**src/rtl/tck_pkg.sv**
```systemverilog
package tck_pkg;
    typedef enum logic [1:0] {
        GEN_OFF  = 2'd0,
        GEN_LOW  = 2'd1,
        GEN_HIGH = 2'd2
    } gen_state_t;

    typedef enum logic {
        CNT_IDLE = 1'b0,
        CNT_RUN  = 1'b1
    } cnt_state_t;
endpackage

```
**src/rtl/tck_divider.sv**
```systemverilog
module tck_divider
    import tck_pkg::*;
#(
    parameter int DIV_W   = 8,
    parameter int DEF_DIV = 1
) (
    input  logic             clk,
    input  logic             rst_n,
    input  logic             gen_en,
    input  logic             div_load,
    input  logic [DIV_W-1:0] div_value,
    output logic             tck,
    output logic             tck_rise,
    output logic             tck_fall
);
    localparam logic [DIV_W-1:0] ONE     = DIV_W'(1);
    localparam logic [DIV_W-1:0] DEF_EFF = (DEF_DIV == 0) ? ONE : DIV_W'(DEF_DIV);

    gen_state_t       state, state_nx;
    logic [DIV_W-1:0] pend_div;
    logic [DIV_W-1:0] act_div;
    logic [DIV_W-1:0] phase_cnt;
    logic             phase_end;

    function automatic logic [DIV_W-1:0] clamp_div(input logic [DIV_W-1:0] v);
        return (v == '0) ? ONE : v;
    endfunction

    assign phase_end = (phase_cnt == act_div - ONE);

    // state register
    always_ff @(posedge clk) begin
        if (!rst_n) state <= GEN_OFF;
        else        state <= state_nx;
    end

    // transitions
    always_comb begin
        state_nx = state;
        unique case (state)
            GEN_OFF:  if (gen_en) state_nx = GEN_LOW;
            GEN_LOW:  if (!gen_en) state_nx = GEN_OFF;
                      else if (phase_end) state_nx = GEN_HIGH;
            GEN_HIGH: if (!gen_en) state_nx = GEN_OFF;
                      else if (phase_end) state_nx = GEN_LOW;
            default:  state_nx = GEN_OFF;
        endcase
    end

    // ratio capture and phase timing
    always_ff @(posedge clk) begin
        if (!rst_n) begin
            pend_div  <= DEF_EFF;
            act_div   <= DEF_EFF;
            phase_cnt <= '0;
        end else begin
            if (div_load) pend_div <= clamp_div(div_value);
            if (state == GEN_OFF || (state == GEN_HIGH && state_nx == GEN_LOW))
                act_div <= pend_div;
            if (state == GEN_OFF || state_nx != state) phase_cnt <= '0;
            else                                       phase_cnt <= phase_cnt + ONE;
        end
    end

    // registered outputs
    always_ff @(posedge clk) begin
        if (!rst_n) begin
            tck      <= 1'b0;
            tck_rise <= 1'b0;
            tck_fall <= 1'b0;
        end else begin
            tck      <= (state_nx == GEN_HIGH);
            tck_rise <= (state == GEN_LOW) && (state_nx == GEN_HIGH);
            tck_fall <= (state == GEN_HIGH) && (state_nx != GEN_HIGH);
        end
    end
endmodule

```
**src/rtl/tck_cycle_counter.sv**
```systemverilog
module tck_cycle_counter
    import tck_pkg::*;
#(
    parameter int W = 16
) (
    input  logic         clk,
    input  logic         rst_n,
    input  logic         tick,
    input  logic         start,
    input  logic [W-1:0] count,
    output logic         done
);
    localparam logic [W-1:0] ONE = W'(1);

    cnt_state_t   state, state_nx;
    logic [W-1:0] remain;
    logic         last_tick;

    assign last_tick = (state == CNT_RUN) && tick && (remain == ONE);

    // state register
    always_ff @(posedge clk) begin
        if (!rst_n) state <= CNT_IDLE;
        else        state <= state_nx;
    end

    // transitions
    always_comb begin
        state_nx = state;
        unique case (state)
            CNT_IDLE: if (start && count != '0) state_nx = CNT_RUN;
            CNT_RUN:  if (start) state_nx = (count == '0) ? CNT_IDLE : CNT_RUN;
                      else if (last_tick) state_nx = CNT_IDLE;
            default:  state_nx = CNT_IDLE;
        endcase
    end

    // remaining edges
    always_ff @(posedge clk) begin
        if (!rst_n)                          remain <= '0;
        else if (start)                      remain <= count;
        else if (state == CNT_RUN && tick)   remain <= remain - ONE;
    end

    // registered output
    always_ff @(posedge clk) begin
        if (!rst_n)     done <= 1'b0;
        else if (start) done <= (count == '0);
        else            done <= last_tick;
    end
endmodule

```
**src/rtl/tck_timebase.sv**
```systemverilog
module tck_timebase #(
    parameter int DIV_W   = 8,
    parameter int DLY_W   = 16,
    parameter int IDLE_W  = 16,
    parameter int DEF_DIV = 1
) (
    input  logic              clk,
    input  logic              rst_n,
    input  logic              gen_en,
    input  logic              div_load,
    input  logic [DIV_W-1:0]  div_value,
    input  logic              delay_start,
    input  logic [DLY_W-1:0]  delay_count,
    input  logic              idle_start,
    input  logic [IDLE_W-1:0] idle_count,
    output logic              tck,
    output logic              tck_rise,
    output logic              tck_fall,
    output logic              delay_done,
    output logic              idle_done
);
    tck_divider #(.DIV_W(DIV_W), .DEF_DIV(DEF_DIV)) u_div (
        .clk(clk), .rst_n(rst_n), .gen_en(gen_en),
        .div_load(div_load), .div_value(div_value),
        .tck(tck), .tck_rise(tck_rise), .tck_fall(tck_fall)
    );

    tck_cycle_counter #(.W(DLY_W)) u_settle (
        .clk(clk), .rst_n(rst_n), .tick(tck_rise),
        .start(delay_start), .count(delay_count), .done(delay_done)
    );

    tck_cycle_counter #(.W(IDLE_W)) u_idle (
        .clk(clk), .rst_n(rst_n), .tick(tck_rise),
        .start(idle_start), .count(idle_count), .done(idle_done)
    );
endmodule

```
**config.mk**
```make
export PLATFORM = sky130hd
export DESIGN_NAME = tck_timebase
export DESIGN_NICKNAME = d
export VERILOG_FILES = /design/src/rtl/tck_pkg.sv /design/src/rtl/tck_divider.sv /design/src/rtl/tck_cycle_counter.sv /design/src/rtl/tck_timebase.sv
export SDC_FILE = /design/constraint.sdc
export NUM_CORES = 1
export LEC_CHECK = 0
export ABC_AREA = 1
export ABC_CLOCK_PERIOD_IN_PS = 3700
export BUFFER_PORTS_ARGS = -buffer_cell sky130_fd_sc_hd__buf_2
export CAP_MARGIN = 20
export CORE_MARGIN = 1
export CORE_UTILIZATION = 40
export CTS_CLUSTER_SIZE = 24
export DETAILED_ROUTE_END_ITERATION = 7
export SETUP_SLACK_MARGIN = 0.02
export SYNTH_ARGS = -nofsm -noshare
export SYNTH_HDL_FRONTEND = slang
export SYNTH_HIERARCHICAL = 1
export SYNTH_SLANG_ARGS = --single-unit
```
**constraint.sdc**
```tcl
create_clock -name clk -period 3.7 [get_ports clk]
set_clock_uncertainty 0.05 [all_clocks]
set_input_delay 0.37 -clock clk [delete_from_list [all_inputs] [get_ports clk]]
set_output_delay 0.37 -clock clk [all_outputs]
set_load 0.02 [all_outputs]
```
Yosys cells after proc, flatten, opt, wreduce, memory -nomap -nowiden. Index checks and enable logic that the tools add are counted.

Register bits after elaboration: 65. Word-level logic and storage cells: 72. Output and inout port bits: 5. Input port bits: 46.

Reductions and logical operators: 20. Multiplexer cells: 23. Equality and inequality tests: 9. Add/sub/neg operators: 4. Bitwise gates (word level): 3.

Operators by type and width (number): 16-bit 2-to-1 mux (4); 16-bit by 1-bit equality test with 1-bit output (second input constant) (2); 16-bit logical NOT (2); 16-bit nonzero test (2); 16-bit by 1-bit subtractor with 16-bit output (second input constant) (2); 1-bit 2-to-1 mux (10); 2-bit 2-to-1 mux (5); 1-bit logical AND (9); 8-bit by 1-bit adder with 8-bit output (second input constant) (1); 8-bit equality test (1); 8-bit logical NOT (1); 8-bit 2-to-1 mux (1); 8-bit by 1-bit subtractor with 8-bit output (second input constant) (1); 2-bit case mux with 3 select lines (1); 2-bit by 1-bit equality test with 1-bit output (second input constant) (2); 2-bit equality test (second input constant) (2); 1-bit case mux with 2 select lines (2); 2-bit nonzero test (2); 1-bit NOT (3); 2-bit logical NOT (1); 1-bit logical OR (2); 2-bit inequality test (1); 2-bit inequality test (second input constant) (1); 2-bit OR reduction (1).

Logic depth before layout (Yosys ltp).
Word-level depth: 8. Depth in mapped cells: 16. Mapped depth without buffers: 15.

Hierarchy. Netlist, hierarchy kept.

By module, submodules not included: tck_cycle_counter (times used 2, sequential area each 360.3 um^2, cells an instance 197, area each 1218.7 um^2); tck_divider (times used 1, sequential area each 580.6 um^2, cells an instance 225, area each 1517.7 um^2).

Worst setup path before layout. No wires, ideal clock.

Kind: flip-flop to flip-flop. Start: reg u_div.act_div[0]. End: reg u_div.act_div[0]. Clock period less this slack: 1.855 ns. Path slack: 1.845 ns. Data required time: 3.517 ns. Buffers on the path: 1. Setup time: 0.133 ns. Arrival: 1.672 ns. Cell stages (with the launch flop): 17. Cells stage by stage: dfxtp_1 > inv_2 > ha_1 > inv_1 > nand2_1 > nand2_1 > nor2_1 > nand2_1 > nor2_2 > nand2_2 > nor2_4 > nand2_2 > nand2_4 > buf_8 > nand2_1 > nand2_1 > nand3_1.

Word-level cells in the longest chain between the ends: 8. Elaborated cells on any way between the ends: 10. Classes of those cells: add/sub: 1; eq/ne: 2; mux: 5; reduce/logical: 2.

Ends and longest elaborated chain: start, declared (line tck_divider.sv:21) `logic [DIV_W-1:0] act_div;`; start signal, assigned (line tck_divider.sv:59) `act_div <= pend_div;`; 8-bit by 1-bit subtractor with 8-bit output * (line tck_divider.sv:29) `assign phase_end = (phase_cnt == act_div - ONE);`; 8-bit equality test * (line tck_divider.sv:29); 2-bit 2-to-1 mux, on equally long branches (line tck_divider.sv:45, tck_divider.sv:43); 2-bit 2-to-1 mux, on equally long branches (line tck_divider.sv:44, tck_divider.sv:42); 2-bit case mux with 3 select lines * (line tck_divider.sv:40) `unique case (state)`; 2-bit by 1-bit equality test with 1-bit output * (line tck_divider.sv:58) `if (state == GEN_OFF || (state == GEN_HIGH && state_nx == GEN_LOW))`; 1-bit logical AND * (line tck_divider.sv:58); 1-bit logical OR * (line tck_divider.sv:58).

Every way passes the cells marked *; elsewhere a longest branch is shown, timed or not. A chain may end at the register's enable or synchronous reset.

Final worst setup path.
Start: reg u_div.act_div[1]. End: reg u_div.act_div[4].

The elaborated chain is that of the path after synthesis.

==> impl_results.md <==
- CP peak stage delay: 380 ps
- Number of synthesized flops with an enable pin: 0
- FF-to-FF path depth: 15
- Unrepaired setup endpoints after global routing: false
- Post-route ant nets: 0
- Initial antenna violation count: 0
- Primary FF master, synth: dfxtp_1
- Syn_area_per_cell: 6.39 sq um
- Slew Limit Fails: 0
- GRT overflow: 0
- Detailed-placement wirelength estimate: 7.29 mm
- Crit path max fanout: 17
- Tmin final: 2020 ps
- Die extent in y: 101 microns
- Static Leakage: 2.17 nW
- First-pass GRT wire length: 16.4 mm
- Hold Buf Count CTS: 0
- Class of the worst hold path: primary input to register
- WL/cell: 12.1 microns
- Total CTS buffers: 9
- Clock Path Buffers: 2
- Share of cells above drive strength 1: 18.0%
- Critical Path Most Common Cell: nand2_1
- DR pass1 iterations: 5
- Placer Congestion: 0.858
- Final period utilization: 54.5%
- Sink Count: 65
- Starting Density: 42.0%
- Finished Layout Cells: 806
- Vias in the first global route: 3618
- Clk Latency, worst-skew pair: 370 ps
- Placed cells: 790
- Maximum vdd drop: 0.000220 V
- Flop-to-flop setup slack: 1680 ps
- H-tree Lvls: 3
- Width of the die: 101 microns
- Slew Limit Headroom: 37.1%
- Library cells used by synthesis: 36
- Top post-synthesis cells by area: dfxtp_1 (33%), nand2_1 (15%), nor2_1 (7.6%)
- Final setup violation count: 0
- 1st-iter DRT viols: 128
- Crit path capture type: register
- Final Net Count: 724
- Pwr/cell area: 408 nW/um^2
- Mapped Cells: 619
- Crit path max-delay family: simple AND/OR/NAND/NOR gates
- Synth cell count leaders: nand2_1 (155), nor2_1 (80), inv_1 (77), dfxtp_1 (65), a21oi_1 (45)
- Critical path buffers and inverters: 2
- Vias post-DR: 3952
- Setup TNS: 0 ps
- Area Overhead vs Synth: 14.1%
- R2R Path Start: u_div/act_div[1]
- Hold Fails Final Rpt: 0
- Maxcap violations: 0
- Total GRT Usage: 20.5%
- Sequential area share after synthesis: 32.9%
- Diode count: 0
- Hold depth: 3
- Status: finished clean
- Clk root buf: clkbuf_8
- Hold Crit Endpoint: u_div/pend_div[7]
- Rows: 35
- Most common cell in the synthesized netlist: nand2_1
- Syn nets: 671
- Crit path DAT: 2220 ps
- Critical path data required time: 3910 ps
- Area leader, netlist: dfxtp_1
- Synth warn: 6
- I/O pin count: 51
- WL final: 9.76 mm
- Worst reg2reg endpoint: u_div/act_div[4]
- Worst-margin pin slew: 940 ps
- WS Path Type: register to register
- Seq cells post-synth: 65
- Startpoint types: register
- Via/cell ratio: 4.90
- Area share of the largest cell type after synthesis: 32.9%
- PortBufs: 50
- CTS clk-pin slew, worst paths: 90 ps
- Mapped cell area: 3960 sq um
- Largest net degree at the start of global routing: 30
- Setup Fix Bufs, Post-CTS: 0
- DIE AREA: 10300 sq um
- DRC Markers: 0
- Min-delay src: div_value[7]
- Critical Path, Cell by Cell: inv_1, ha_1, inv_1, nand2_1, nand2_1, nor2_1, nand2_1, nor2_2, nand2_2, nor2_4, nand2_2, nand2_4, nand3_1, nand2_1, nor2_1
- Post-cts sizing count: 0
- Fmax: 496 MHz
- CTS tree: done
- Core Region: 9420 sq um
- Critical-path top delay cell: dfxtp_1
- Async SR Flop Fraction: 0%
==> layout by cell type (no fill, tap or decap), types with 2 or more instances in the layout <==
master,n
buf_2,50
nor3_1,13
nor4_1,3
a21oi_1,45
o21ai_2,3
nand2_2,13
clkbuf_8,10
nor2_2,13
inv_6,3
nand4_1,8
nor3b_1,2
nand3_1,40
nand3_2,4
nor2_4,3
inv_2,16
inv_1,77
nor2_1,80
nor2_8,2
nand2_1,155
a2bb2oi_1,2
dfxtp_1,65
a22o_1,2
clkinvlp_4,2
a22oi_1,2
o211ai_1,2
o21ai_1,7
o311ai_1,2
xnor2_1,6
ha_1,6
o21ai_0,18
o22ai_1,4
a31oi_1,6
xor2_1,8
==> area by class of cell <==
| type | instances | area, sq um |
|---|---|---|
| clock inverters | 6 | 50.0 |
| fillers | 1016 | 4900 |
| repair buffers | 50 | 250 |
| clock buffers | 10 | 138 |
| multi-input cells | 453 | 2260 |
| flip-flops and latches | 65 | 1300 |
| inverters | 93 | 349 |
| well taps | 129 | 161 |
==> layer usage <==
metal | share of wire, % | track usage (%)
met5 | 0 | 0
met4 | 1.6 | 7.13
met3 | 2.9 | 3.80
met2 | 48 | 36.1
met1 | 47 | 24.9
==> per-stage QoR <==
step           util (%)  area, sq um  hold WS (ps)  setup slack (ps)  total power [mW]
6_report           47.9         4510           201              1680              1.84
5_1_grt            47.9         4510           204              1380              1.95
4_1_cts            47.9         4510           196              1680              1.86
3_5_place_dp       45.9         4320           409              1690              1.26
3_3_place_gp       45.9         4320           405              1740              1.25
2_1_floorplan         -         3960           380              1840              1.15
==> state kept, by name, summed over array words and instances, names as in the netlist <==
signal / flops
u_div/phase_cnt: 8
u_div/tck_fall: 1
u_settle/done: 1
u_idle/done: 1
u_div/state: 2
u_settle/state: 1
u_div/tck_rise: 1
u_div/pend_div: 8
u_div/act_div: 8
u_idle/remain: 16
u_idle/state: 1
u_div/tck: 1
u_settle/remain: 16
==> where the power goes <==
part / switching [mW] / internal, mW
logic: 0.284 / 0.168
registers: 0.0481 / 0.745
clock network: 0.326 / 0.269
total: 0.659 / 1.18
==> cells by family after synthesis <==
group	count (synthesis)	share of synthesized area (%)
xor gates and xnor gates	14	3.10
adders and majority gates	6	1.90
DFF	65	32.9
buffers and inverters	101	9.90
and+or+nand+nor	340	39.0
AOI/OAI and AO/OA	93	13.2
==> tightest hold or removal path: stages <==
cell and delay, ps:
buf_2 90, inv_1 60, a21oi_1 60
==> how the worst max path moves through the flow <==
stage | start | endpoint | slack, ps | cells after the start
floorplan | u_div/act_div[0] | u_div/act_div[0] | 1840 | 16
global placement | u_div/act_div[0] | u_div/act_div[0] | 1740 | 15
detailed placement | u_div/act_div[0] | u_div/act_div[0] | 1690 | 15
CTS | u_div/act_div[0] | u_div/act_div[0] | 1680 | 15
global route | u_div/act_div[1] | u_div/act_div[0] | 1380 | 15
finish | u_div/act_div[1] | u_div/act_div[4] | 1680 | 15
Power figures use the tool's default switching activity.
